**src/rtl/eeprom_i2c_pkg.sv**
```systemverilog
package eeprom_i2c_pkg;

    localparam int          BYTE_BITS = 8;
    localparam int          CS_BITS   = 3;
    localparam logic [3:0]  DEV_TYPE  = 4'b1010;

    typedef enum logic [3:0] {
        ST_IDLE,
        ST_CTRL,
        ST_CTRL_ACK,
        ST_ADDR,
        ST_ADDR_ACK,
        ST_DATA,
        ST_DATA_ACK,
        ST_READ,
        ST_READ_ACK,
        ST_READ_GAP,
        ST_HOLD
    } frame_state_e;

endpackage

```
**src/rtl/line_sync.sv**
```systemverilog
module line_sync #(
    parameter int STAGES = 2
) (
    input  logic clk,
    input  logic rst_n,
    input  logic scl_raw,
    input  logic sda_raw,
    output logic sda_lvl,
    output logic scl_rise,
    output logic scl_fall,
    output logic start_det,
    output logic stop_det
);

    // index 0 carries SCL, index 1 carries SDA
    logic [1:0] raw;
    logic [1:0] lvl;
    logic [1:0] lvl_d;

    assign raw = {sda_raw, scl_raw};

    for (genvar g = 0; g < 2; g++) begin : g_line
        logic [STAGES-1:0] pipe;
        always_ff @(posedge clk or negedge rst_n) begin
            if (!rst_n) begin
                pipe <= '1;
            end else begin
                pipe <= {pipe[STAGES-2:0], raw[g]};
            end
        end
        assign lvl[g] = pipe[STAGES-1];
    end

    always_ff @(posedge clk or negedge rst_n) begin
        if (!rst_n) begin
            lvl_d <= '1;
        end else begin
            lvl_d <= lvl;
        end
    end

    assign sda_lvl   = lvl[1];
    assign scl_rise  = lvl[0] & ~lvl_d[0];
    assign scl_fall  = ~lvl[0] & lvl_d[0];
    assign start_det = lvl[0] & lvl_d[0] & lvl_d[1] & ~lvl[1];
    assign stop_det  = lvl[0] & lvl_d[0] & ~lvl_d[1] & lvl[1];

endmodule

```
**src/rtl/byte_store.sv**
```systemverilog
module byte_store #(
    parameter int DEPTH = 16,
    parameter int AW    = $clog2(DEPTH)
) (
    input  logic          clk,
    input  logic          rst_n,
    input  logic          wp_i,
    input  logic          ptr_load,
    input  logic [AW-1:0] ptr_val,
    input  logic          ptr_adv,
    input  logic          wr_req,
    input  logic [7:0]    wr_data,
    output logic [7:0]    rd_data
);

    localparam logic [AW-1:0] LAST = AW'(DEPTH - 1);

    logic [DEPTH-1:0][7:0] mem_q;
    logic [AW-1:0]         ptr_q;
    logic [AW-1:0]         ptr_inc;

    assign ptr_inc = (ptr_q == LAST) ? '0 : ptr_q + 1'b1;
    assign rd_data = mem_q[ptr_q];

    always_ff @(posedge clk or negedge rst_n) begin
        if (!rst_n) begin
            ptr_q <= '0;
        end else if (ptr_load) begin
            ptr_q <= ptr_val;
        end else if (wr_req || ptr_adv) begin
            ptr_q <= ptr_inc;
        end
    end

    always_ff @(posedge clk or negedge rst_n) begin
        if (!rst_n) begin
            mem_q <= '0;
        end else if (wr_req && !wp_i) begin
            mem_q[ptr_q] <= wr_data;
        end
    end

    assert_wp_freezes_R6: assert property (@(posedge clk) disable iff (!rst_n)
        (wp_i && wr_req) |=> $stable(mem_q));

    assert_write_lands_R3: assert property (@(posedge clk) disable iff (!rst_n)
        (wr_req && !wp_i) |=> (mem_q[$past(ptr_q)] == $past(wr_data)));

    assert_ptr_wraps_R7: assert property (@(posedge clk) disable iff (!rst_n)
        ((wr_req || ptr_adv) && !ptr_load && ptr_q == LAST) |=> (ptr_q == '0));

endmodule

```
**src/rtl/frame_ctrl.sv**
```systemverilog
module frame_ctrl
    import eeprom_i2c_pkg::*;
#(
    parameter int AW = 4
) (
    input  logic               clk,
    input  logic               rst_n,
    input  logic               scl_rise,
    input  logic               scl_fall,
    input  logic               start_det,
    input  logic               stop_det,
    input  logic               sda_lvl,
    input  logic [CS_BITS-1:0] cs_strap,
    input  logic [7:0]         rd_data,
    output logic               ptr_load,
    output logic [AW-1:0]      ptr_val,
    output logic               ptr_adv,
    output logic               wr_req,
    output logic [7:0]         wr_data,
    output logic               sda_pull
);

    localparam int             CW       = $clog2(BYTE_BITS + 1);
    localparam logic [CW-1:0]  CNT_FULL = CW'(BYTE_BITS);
    localparam logic [CW-1:0]  CNT_LAST = CW'(BYTE_BITS - 1);

    frame_state_e           state_q, state_nx;
    logic [CW-1:0]          cnt_q, cnt_nx;
    logic [BYTE_BITS-1:0]   shreg_q, shreg_nx;
    logic                   rw_q, rw_nx;

    logic evt_ok;
    logic byte_end;
    logic rx_shift;
    logic addr_hit;
    logic [BYTE_BITS-1:0] shreg_in;

    assign evt_ok   = !start_det && !stop_det;
    assign byte_end = scl_fall && (cnt_q == CNT_FULL);
    assign rx_shift = scl_rise && (cnt_q != CNT_FULL);
    assign addr_hit = (shreg_q[BYTE_BITS-1:1] == {DEV_TYPE, cs_strap});
    assign shreg_in = {shreg_q[BYTE_BITS-2:0], sda_lvl};

    // state register
    always_ff @(posedge clk or negedge rst_n) begin
        if (!rst_n) begin
            state_q <= ST_IDLE;
            cnt_q   <= '0;
            shreg_q <= '0;
            rw_q    <= 1'b0;
        end else begin
            state_q <= state_nx;
            cnt_q   <= cnt_nx;
            shreg_q <= shreg_nx;
            rw_q    <= rw_nx;
        end
    end

    // next state
    always_comb begin
        state_nx = state_q;
        cnt_nx   = cnt_q;
        shreg_nx = shreg_q;
        rw_nx    = rw_q;
        if (stop_det) begin
            state_nx = ST_IDLE;
        end else if (start_det) begin
            state_nx = ST_CTRL;
            cnt_nx   = '0;
        end else begin
            unique case (state_q)
                ST_IDLE, ST_HOLD: begin
                end
                ST_CTRL: begin
                    if (rx_shift) begin
                        shreg_nx = shreg_in;
                        cnt_nx   = cnt_q + 1'b1;
                    end else if (byte_end) begin
                        if (addr_hit) begin
                            rw_nx    = shreg_q[0];
                            state_nx = ST_CTRL_ACK;
                        end else begin
                            state_nx = ST_HOLD;
                        end
                    end
                end
                ST_ADDR: begin
                    if (rx_shift) begin
                        shreg_nx = shreg_in;
                        cnt_nx   = cnt_q + 1'b1;
                    end else if (byte_end) begin
                        state_nx = ST_ADDR_ACK;
                    end
                end
                ST_DATA: begin
                    if (rx_shift) begin
                        shreg_nx = shreg_in;
                        cnt_nx   = cnt_q + 1'b1;
                    end else if (byte_end) begin
                        state_nx = ST_DATA_ACK;
                    end
                end
                ST_CTRL_ACK: begin
                    if (scl_fall) begin
                        cnt_nx = '0;
                        if (rw_q) begin
                            shreg_nx = rd_data;
                            state_nx = ST_READ;
                        end else begin
                            state_nx = ST_ADDR;
                        end
                    end
                end
                ST_ADDR_ACK: begin
                    if (scl_fall) begin
                        cnt_nx   = '0;
                        state_nx = ST_DATA;
                    end
                end
                ST_DATA_ACK: begin
                    if (scl_fall) begin
                        state_nx = ST_HOLD;
                    end
                end
                ST_READ: begin
                    if (scl_fall) begin
                        if (cnt_q == CNT_LAST) begin
                            state_nx = ST_READ_ACK;
                        end else begin
                            shreg_nx = {shreg_q[BYTE_BITS-2:0], 1'b1};
                            cnt_nx   = cnt_q + 1'b1;
                        end
                    end
                end
                ST_READ_ACK: begin
                    if (scl_rise) begin
                        state_nx = sda_lvl ? ST_HOLD : ST_READ_GAP;
                    end
                end
                ST_READ_GAP: begin
                    if (scl_fall) begin
                        shreg_nx = rd_data;
                        cnt_nx   = '0;
                        state_nx = ST_READ;
                    end
                end
                default: begin
                    state_nx = ST_IDLE;
                end
            endcase
        end
    end

    // outputs
    always_comb begin
        ptr_load = evt_ok && (state_q == ST_ADDR) && byte_end;
        wr_req   = evt_ok && (state_q == ST_DATA) && byte_end;
        ptr_adv  = evt_ok && scl_fall &&
                   (((state_q == ST_CTRL_ACK) && rw_q) || (state_q == ST_READ_GAP));
        unique case (state_q)
            ST_CTRL_ACK, ST_ADDR_ACK, ST_DATA_ACK: sda_pull = 1'b1;
            ST_READ:                               sda_pull = !shreg_q[BYTE_BITS-1];
            default:                               sda_pull = 1'b0;
        endcase
    end

    assign ptr_val = shreg_q[AW-1:0];
    assign wr_data = shreg_q;

    assert_ctrl_mismatch_released_R1: assert property (@(posedge clk) disable iff (!rst_n)
        (state_q == ST_CTRL && byte_end && evt_ok && !addr_hit) |=> !sda_pull);

    assert_pull_steady_on_rise_R4: assert property (@(posedge clk) disable iff (!rst_n)
        scl_rise |=> $stable(sda_pull));

    assert_nak_goes_silent_R5: assert property (@(posedge clk) disable iff (!rst_n)
        (state_q == ST_READ_ACK && scl_rise && sda_lvl && evt_ok) |=> (state_q == ST_HOLD));

    assert_start_restarts_R8: assert property (@(posedge clk) disable iff (!rst_n)
        start_det |=> (state_q == ST_CTRL && cnt_q == '0));

    assert_stop_idles_R8: assert property (@(posedge clk) disable iff (!rst_n)
        stop_det |=> (state_q == ST_IDLE));

endmodule

```
**src/rtl/eeprom_i2c_target.sv**
```systemverilog
module eeprom_i2c_target #(
    parameter int DEPTH       = 16,
    parameter int SYNC_STAGES = 2
) (
    input  logic       clk,
    input  logic       rst_n,
    input  logic       scl_i,
    input  logic       sda_i,
    output logic       sda_pull_o,
    input  logic [2:0] cs_strap_i,
    input  logic       wp_i
);

    localparam int AW = $clog2(DEPTH);

    logic          sda_lvl;
    logic          scl_rise;
    logic          scl_fall;
    logic          start_det;
    logic          stop_det;
    logic          ptr_load;
    logic [AW-1:0] ptr_val;
    logic          ptr_adv;
    logic          wr_req;
    logic [7:0]    wr_data;
    logic [7:0]    rd_data;

    line_sync #(
        .STAGES (SYNC_STAGES)
    ) u_sync (
        .clk       (clk),
        .rst_n     (rst_n),
        .scl_raw   (scl_i),
        .sda_raw   (sda_i),
        .sda_lvl   (sda_lvl),
        .scl_rise  (scl_rise),
        .scl_fall  (scl_fall),
        .start_det (start_det),
        .stop_det  (stop_det)
    );

    frame_ctrl #(
        .AW (AW)
    ) u_ctrl (
        .clk       (clk),
        .rst_n     (rst_n),
        .scl_rise  (scl_rise),
        .scl_fall  (scl_fall),
        .start_det (start_det),
        .stop_det  (stop_det),
        .sda_lvl   (sda_lvl),
        .cs_strap  (cs_strap_i),
        .rd_data   (rd_data),
        .ptr_load  (ptr_load),
        .ptr_val   (ptr_val),
        .ptr_adv   (ptr_adv),
        .wr_req    (wr_req),
        .wr_data   (wr_data),
        .sda_pull  (sda_pull_o)
    );

    byte_store #(
        .DEPTH (DEPTH),
        .AW    (AW)
    ) u_store (
        .clk      (clk),
        .rst_n    (rst_n),
        .wp_i     (wp_i),
        .ptr_load (ptr_load),
        .ptr_val  (ptr_val),
        .ptr_adv  (ptr_adv),
        .wr_req   (wr_req),
        .wr_data  (wr_data),
        .rd_data  (rd_data)
    );

endmodule

```
**config.mk**
```make
export PLATFORM = sky130hd
export DESIGN_NAME = eeprom_i2c_target
export DESIGN_NICKNAME = d
export VERILOG_FILES = /design/src/rtl/eeprom_i2c_pkg.sv /design/src/rtl/line_sync.sv /design/src/rtl/byte_store.sv /design/src/rtl/frame_ctrl.sv /design/src/rtl/eeprom_i2c_target.sv
export SDC_FILE = /design/constraint.sdc
export NUM_CORES = 1
export LEC_CHECK = 0
export BUFFER_PORTS_ARGS = -buffer_cell sky130_fd_sc_hd__buf_2
export CAP_MARGIN = 30
export CELL_PAD_IN_SITES_DETAIL_PLACEMENT = 0
export CELL_PAD_IN_SITES_GLOBAL_PLACEMENT = 1
export CORE_ASPECT_RATIO = 1.75
export CORE_MARGIN = 1.5
export CORE_UTILIZATION = 40
export DETAILED_ROUTE_END_ITERATION = 8
export PLACE_DENSITY = 0.64
export SETUP_SLACK_MARGIN = 0.2
export SYNTH_ARGS = -nofsm -noshare
export SYNTH_HDL_FRONTEND = slang
export SYNTH_SLANG_ARGS = --single-unit
```
**constraint.sdc**
```tcl
create_clock -name clk -period 5.9 [get_ports clk]
set_clock_uncertainty 0.1 [all_clocks]
set_input_delay 0.59 -clock clk [delete_from_list [all_inputs] [get_ports clk]]
set_output_delay 0.59 -clock clk [all_outputs]
set_load 0.02 [all_outputs]
```
==> impl_metrics.py, run 1 <==
metrics = {
    "route": {
        "remaining_drc_errors": 0,
        "route.vias.total": 4873,
        "vias_per_cell": 5.864,
        "wl_per_cell_um": 23.41,
        "drt.antenna.violating_nets": 0,
        "initialDrtViolationCount": 278,
        "wirelength_um": 19450,
        "drtPass1Iterations": 4,
    },
    "yosys": {
        "yosys.area_share.simple_pct": 9.098,
        "synth_mux_area_share_pct": 29.50,
        "synth_fa_ha_area_share_pct": 0.9748,
        "syn_inst": 581,
        "synth_compound_gate_area_share_pct": 6.483,
        "synth-edff-count": 0,
        "ys_ff_latch": 155,
        "synthFlopType": "dfrtp_1",
        "synth_nets": 595,
        "synth-xor-area-share_pct": 0.5686,
        "synth_top_family_by_area": "multiplexers",
        "ys_seq_area_share_pct": 50.46,
        "synth_area_um2": 7701,
        "async_flop_share_pct": 100.0,
        "yosysWarnings": 0,
        "avgSynthCellArea_um2": 13.25,
        "ys_types": 61,
    },
    "critical_path": {
        "crit_chain": "buf_4 -> ha_1 -> nor3b_1 -> nand4_2 -> mux2_2",
        "required_ns": 6.10,
        "crit_slowest_cell": "dfrtp_1",
        "crit_path_end_kind": "register",
        "crit_path_max_fanout": 22,
        "worstSetupStartpointType": "register",
        "critical_path_class": "register to register",
        "worstPathArrival_ns": 3.46,
        "crit_path_max_incr_delay_ns": 0.88,
    },
    "final_layout": {
        "finish.utilization_pct": 45.09,
        "layout-drive-gt1-share_pct": 39.15,
        "area_growth_pct": 11.42,
        "final_nets": 591,
        "antenna_cells": 0,
        "final_cells": 831,
    },
    "placed_design": {
        "hpwl_um": 13060,
        "dp_cells": 797,
        "io_buffers": 8,
        "gp_congestion": 0.8341,
    },
    "sta": {
        "fmax_mhz": 307.0,
        "setup_violations": 0,
        "fin_setup_tns_ns": 0,
        "worstMarginPinSlew_ns": 0.9073,
        "post-route-period-util_pct": 55.21,
        "rsz0062_at_grt": "no",
        "fin_crit_ns": 3.257,
        "finalHoldViolCount": 0,
        "drv_slew": 0,
        "relSlewSlack_pct": 38.87,
    },
    "die": {
        "initial_core_util_pct": 40.47,
        "die-width_um": 107.9,
        "ios": 9,
        "row_count": 67,
        "die_y_um": 186.6,
        "core-area_um2": 19030,
        "dieArea_um2": 20130,
    },
    "clocking": {
        "tritoncts": "yes",
        "h-tree-depth": 4,
        "hold_buffers": 0,
        "cts_root_buffer": "clkbuf_16",
        "insertion_delay_ns": 0.42,
        "cts.clk_slew.worst_paths_ns": 0.07,
        "cts_resized": 0,
        "cts_made_buffers": 17,
        "cts.sink_count": 155,
        "post_cts_buffers": 0,
        "cts_buffer_depth": 2,
    },
    "global_route": {
        "antenna_found_initial": 0,
        "grt_pass1_wl_um": 30660,
        "grtUsageTotal_pct": 20.73,
        "grt_overflow": 0,
        "grt_max_degree": 105,
        "grt_pass1_vias": 5396,
    },
    "min_path": {
        "holdCritPathClass": "input port to register",
    },
    "pwr": {
        "vdd_drop_max_mv": 0.2473,
        "p_per_area_nw_per_um2": 385.0,
        "p_leak_nw": 3.947,
    },
    "job": {
        "drv_cap": 0,
    },
    "outcome": {
        "status": "finished, final reports clean",
    },
}
==> metal layers <==
| layer | vias up | part of all wire, % | track usage (%) |
|---|---|---|---|
| met3 | 52 | 2.7 | 3.318 |
| met1 | 2570 | 38 | 22.51 |
| li1 | 2145 | - | - |
| met5 | - | 0 | 0 |
| met4 | 0 | 4.9 | 11.89 |
| met2 | 106 | 55 | 37.33 |
==> flip-flops by register name, summed over array words and instances, names as in the netlist <==
| signal | flops |
|---|---|
| u_store.mem_q | 128 |
| u_ctrl.wr_data | 8 |
| u_ctrl.cnt_q | 4 |
| u_ctrl.state_q | 4 |
| u_store.ptr_q | 4 |
| u_sync.g_line.pipe | 4 |
| u_sync.lvl_d | 2 |
| u_ctrl.rw_q | 1 |
==> Yosys cell counts (all sizes together) (2+ instances only) <==
library cell    n  area [µm²]
a2111oi         3       51.30
a211oi          4       30.03
a21o            2       15.01
a21oi          12       60.06
a221oi          2       17.52
a22oi           2       15.01
a31oi           9       56.30
buf            17       96.34
clkbuf         24       90.09
dfrtp         149        3729
dfstp           6       157.7
ha              6       75.07
inv            10       37.53
mux2          121        1366
mux2i           5       50.05
mux4           38       855.8
nand2          37       138.9
nand2b          4       32.53
nand3           6       30.03
nand3b          7       52.55
nand4          12       131.4
nor2           28       107.6
nor2b          11       68.82
nor3            5       35.03
nor3b           3       22.52
nor4            2       18.77
o21ai          32       163.9
o22ai           2       12.51
xnor2           3       26.28
xor2            2       17.52
==> worst paths after layout <==
kind,slack [ns],depth (start not counted),from,end
max in group asynchronous,3.90,4,rst_n,u_store.mem_q[4]$_DFFE_PN0P_
worst max register to register,2.64,5,u_store.ptr_q[1]$_DFFE_PN0P_,u_store.mem_q[81]$_DFFE_PN0P_
worst min-delay path,0.17,1,sda_i,u_sync.g_line[1].pipe[0]$_DFF_PN1_
min in group asynchronous,0.59,2,rst_n,u_sync.g_line[1].pipe[0]$_DFF_PN1_
worst max-delay path,2.64,5,u_store.ptr_q[1]$_DFFE_PN0P_,u_store.mem_q[81]$_DFFE_PN0P_
worst min register to register,0.26,0,u_sync.g_line[0].pipe[0]$_DFF_PN1_,u_sync.g_line[0].pipe[1]$_DFF_PN1_
==> cell families (layout without fill, tap and decap cells) <==
kind of cell / Yosys count / in the layout
mux: 164 / 164
xor+xnor: 5 / 5
flops: 155 / 155
compound gates: 77 / 77
buf+inv: 51 / 60
fa+ha+maj: 6 / 6
simple gates: 123 / 123
==> critical path, delay by kind of cell, from the launching register on <==
kind / cells / cell delay, ns
fa+ha+maj: 1 / 0.24
buf+inv: 1 / 0.46
flops: 1 / 0.88
mux: 1 / 0.43
simple gates: 2 / 0.99
==> stage by stage <==
stage                     power, mW  hold WS (ns)  setup WS (ns)  instance area [µm²]
after detailed placement      2.175        0.2497          2.685                 7924
after floorplan               1.902        0.1944          3.614                 7701
after global routing          3.482        0.1530          2.507                 8581
final                         3.303        0.1741          2.643                 8581
after global placement        2.151        0.2502          2.278                 7909
after CTS                     3.335        0.1627          2.667                 8543
==> placed cells by master (no fill, tap or decap), drive strengths merged, types with 12 or more instances in the layout <==
master and count:
dfrtp 149, mux2 121, mux4 38, nand2 37, o21ai 32, nor2 28
clkbuf 21, buf 17, a21oi 12, nand4 12
==> final cells by class <==
cell class / count / area, µm²
fill: 1667 / 10450
sequential: 155 / 3887
multi-input combinational: 375 / 3591
clock buffer: 21 / 450.4
tap: 241 / 301.5
clock inverter: 11 / 168.9
timing repair buffer: 18 / 143.9
inverter: 10 / 37.54
==> report_power, final <==
part,leakage [nW],internal [mW],switching [mW]
sequential,2.11,1.12,0.288
clock,0.290,0.719,0.435
combinational,1.55,0.289,0.452
No activity file was read; power rests on OpenSTA's default activity.
==> run 2: changes to the inputs <==
--- a/config.mk
+++ b/config.mk
@@ -5,6 +5,7 @@
 export SDC_FILE = /design/constraint.sdc
 export NUM_CORES = 1
 export LEC_CHECK = 0
+export ABC_AREA = 1
 export BUFFER_PORTS_ARGS = -buffer_cell sky130_fd_sc_hd__buf_2
 export CAP_MARGIN = 30
 export CELL_PAD_IN_SITES_DETAIL_PLACEMENT = 0
@@ -13,7 +14,7 @@
 export CORE_MARGIN = 1.5
 export CORE_UTILIZATION = 40
 export DETAILED_ROUTE_END_ITERATION = 8
-export PLACE_DENSITY = 0.64
+export PLACE_DENSITY = 0.73
 export SETUP_SLACK_MARGIN = 0.2
 export SYNTH_ARGS = -nofsm -noshare
 export SYNTH_HDL_FRONTEND = slang
==> constraint.sdc (replaced) <==
create_clock -name clk -period 2.7 [get_ports clk]
set_clock_uncertainty 0.1 [all_clocks]
set_input_delay 0.27 -clock clk [delete_from_list [all_inputs] [get_ports clk]]
set_output_delay 0.27 -clock clk [all_outputs]
set_load 0.02 [all_outputs]
==> impl_metrics.py, run 2 <==
metrics = {
    "outcome": {
        "status": "finished, final reports clean",
    },
    "yosys": {
        "netlist_top_cells_area": "dfrtp_1 (46%), nand2_1 (18%), o21ai_1 (7.1%)",
        "ys_ff_latch": 155,
        "ys_types": 29,
        "synth_most_common_cell": "nand2_1",
        "synth_top_cell_by_area": "dfrtp_1",
        "yosysWarnings": 0,
        "yosysTopAreaCellShare_pct": 45.85,
        "synth_commonest_cells": "nand2_1 (382), dfrtp_1 (149), inv_1 (149)",
        "syn_inst": 1114,
        "ys_seq_area_share_pct": 47.79,
        "avgSynthCellArea_um2": 7.299,
        "synth_nets": 1128,
        "synthFlopType": "dfrtp_1",
        "synth-edff-count": 0,
        "async_flop_share_pct": 100.0,
        "synth_area_um2": 8132,
    },
    "final_layout": {
        "final_nets": 1125,
        "final_cell_mix": "nand2_1 (382), inv_1 (148), dfrtp_1 (148)",
        "multi_input_area_um2": 3364,
        "largest_reg_flops": 128,
        "register_area_um2": 3887,
        "area_growth_pct": 10.59,
        "final_common_cell": "nand2_1",
        "layout-drive-gt1-share_pct": 8.808,
        "fill_cells": 2113,
        "antenna_cells": 0,
        "largest-register": "u_store.mem_q",
    },
    "critical_path": {
        "crit_path_max_fanout": 64,
        "required_ns": 2.92,
        "reg2reg_slack_ns": 0.54,
        "crit_start": "u_store.ptr_q[0]$_DFFE_PN0P_",
        "r2r_cells": 11,
        "r2r_end": "u_ctrl.wr_data[2]$_DFFE_PN0P_",
        "crit_path_end_kind": "register",
        "worstPathArrival_ns": 2.38,
        "worstSetupStartpointType": "register",
        "critical_path_class": "register to register",
        "critPathCapture": "u_ctrl.wr_data[2]$_DFFE_PN0P_",
        "worstReg2RegStart": "u_store.ptr_q[0]$_DFFE_PN0P_",
    },
    "clocking": {
        "tritoncts": "yes",
        "h-tree-depth": 4,
        "insertion_delay_ns": 0.43,
        "cts_buffer_depth": 2,
        "cts_resized": 0,
        "post_cts_buffers": 0,
        "cts.sink_count": 155,
        "cts_made_buffers": 17,
        "cts_root_buffer": "clkbuf_16",
        "cts.clk_slew.worst_paths_ns": 0.06,
    },
    "global_route": {
        "grt_pass1_wl_um": 36140,
        "grt_pass1_vias": 6708,
        "grt_max_degree": 65,
        "grt_overflow": 0,
        "antenna_found_initial": 0,
        "grtUsageTotal_pct": 22.07,
    },
    "die": {
        "dieArea_um2": 21230,
        "die-width_um": 110.8,
        "die_y_um": 191.6,
        "row_count": 68,
        "ios": 9,
        "core-area_um2": 19820,
        "initial_core_util_pct": 41.02,
    },
    "sta": {
        "finalHoldViolCount": 0,
        "rsz0062_at_grt": "no",
        "relSlewSlack_pct": 50.41,
        "drv_slew": 0,
        "fin_setup_tns_ns": 0,
        "setup_violations": 0,
        "fmax_mhz": 462.0,
        "fin_crit_ns": 2.164,
        "worstMarginPinSlew_ns": 0.7431,
        "post-route-period-util_pct": 80.16,
        "holdWs_ns": 0.2385,
    },
    "pwr": {
        "pwr-share-seq_pct": 37.1,
        "vdd_drop_max_mv": 0.4186,
        "p_leak_nw": 4.458,
        "share_comb_of_total_power_pct": 26.9,
        "power_frac_clock_pct": 36.0,
        "p_switching_mw": 2.479,
        "swShare_pct": 35.68,
        "p_per_area_nw_per_um2": 772.8,
        "p_int_mw": 4.470,
    },
    "route": {
        "wirelength_um": 21950,
        "drt.antenna.violating_nets": 0,
        "wl_per_cell_um": 16.04,
        "route.vias.total": 6755,
        "vias_per_cell": 4.934,
        "remaining_drc_errors": 0,
        "initialDrtViolationCount": 423,
        "drtPass1Iterations": 5,
    },
    "placed_design": {
        "gp_congestion": 0.8191,
        "io_buffers": 8,
        "hpwl_um": 14710,
    },
    "min_path": {
        "holdCritPathClass": "input port to register",
    },
    "job": {
        "drv_cap": 0,
    },
}
run 2: cell types whose count changed in the layout (fill, tap and decap cells not counted), sizes merged, moves of 11 or more:
cell	delta
mux2	-121
nand2	+363
nor2b	-11
nand3	+87
o21ai	+121
inv	+145
nor2	+57
mux4	-38
run 2: worst min path at each step:
stage	end	start	cells after the start
3_3_place_gp	u_store.mem_q[110]$_DFFE_PN0P_	rst_n	1
6_report	u_ctrl.rw_q$_DFFE_PN0P_	cs_strap_i[2]	6
2_1_floorplan	u_ctrl.cnt_q[0]$_DFFE_PN0P_	rst_n	0
4_1_cts	u_ctrl.rw_q$_DFFE_PN0P_	cs_strap_i[2]	6
5_1_grt	u_ctrl.rw_q$_DFFE_PN0P_	cs_strap_i[1]	6
3_5_place_dp	u_store.mem_q[109]$_DFFE_PN0P_	rst_n	1
run 2: what timing repair did:
action,in CTS,in global routing
hold buffers,3,0
setup endpoints to repair,0,0
endpoints found under the hold margin,60,0
run 2: area by class of cell:
type,instances,share of cell area (%)
clock inverter,10,1.531
multi-input combinational,753,37.41
clock buffer,22,5.273
timing repair buffer,30,2.713
sequential,155,43.23
inverter,154,6.428
tap,245,3.409
run 2: metal layers:
| metal | GRT usage, % | part of all wire (%) | wire [µm] |
|---|---|---|---|
| met1 | 25.78 | 42 | 9229 |
| met2 | 40.50 | 53 | 11560 |
| met3 | 3.124 | 2.3 | 514 |
| met4 | 8.925 | 3.0 | 648 |
| met5 | 0 | 0 | 0 |
run 2: per-stage QoR:
stage | area (µm²) | util, % | setup WS [ns] | power (mW) | instances
after global routing | 8992 | 45.36 | 0.3530 | 7.385 | 1369
after floorplan | 8132 | - | 0.7484 | 3.796 | 1114
final | 8992 | 45.36 | 0.5357 | 6.950 | 1369
after global placement | 8351 | 42.12 | 0.5659 | 4.531 | 1334
after CTS | 8992 | 45.36 | 0.5647 | 7.052 | 1369
after detailed placement | 8351 | 42.12 | 0.5759 | 4.518 | 1334
run 2: cell families (layout without fill, tap and decap cells):
family / after synthesis / count (layout) / share of synthesized area [%]
fa+ha+maj: 6 / 6 / 0.9232
compound gates: 159 / 159 / 9.878
buf+inv: 206 / 216 / 10.83
xor+xnor: 4 / 4 / 0.4309
simple gates: 584 / 584 / 30.14
flops: 155 / 155 / 47.79
run 2: power by group through the flow:
stage / logic, mW / clock network [mW] / registers [mW]
2_1_floorplan: 1.25 / 0 / 2.55
3_3_place_gp: 1.91 / 0 / 2.62
3_5_place_dp: 1.90 / 0 / 2.62
4_1_cts: 1.91 / 2.56 / 2.58
5_1_grt: 2.13 / 2.66 / 2.60
6_report: 1.87 / 2.50 / 2.58
run 2: critical path, stage by stage, from the launching register on:
cell,delay (ns)
dfrtp_2,0.53
inv_2,0.17
buf_12,0.30
nand2_1,0.08
nand3_1,0.11
nand2_1,0.11
nand2_1,0.07
nand2_1,0.09
nor2_1,0.22
nor2_1,0.07
nor2_1,0.11
nor2_1,0.04
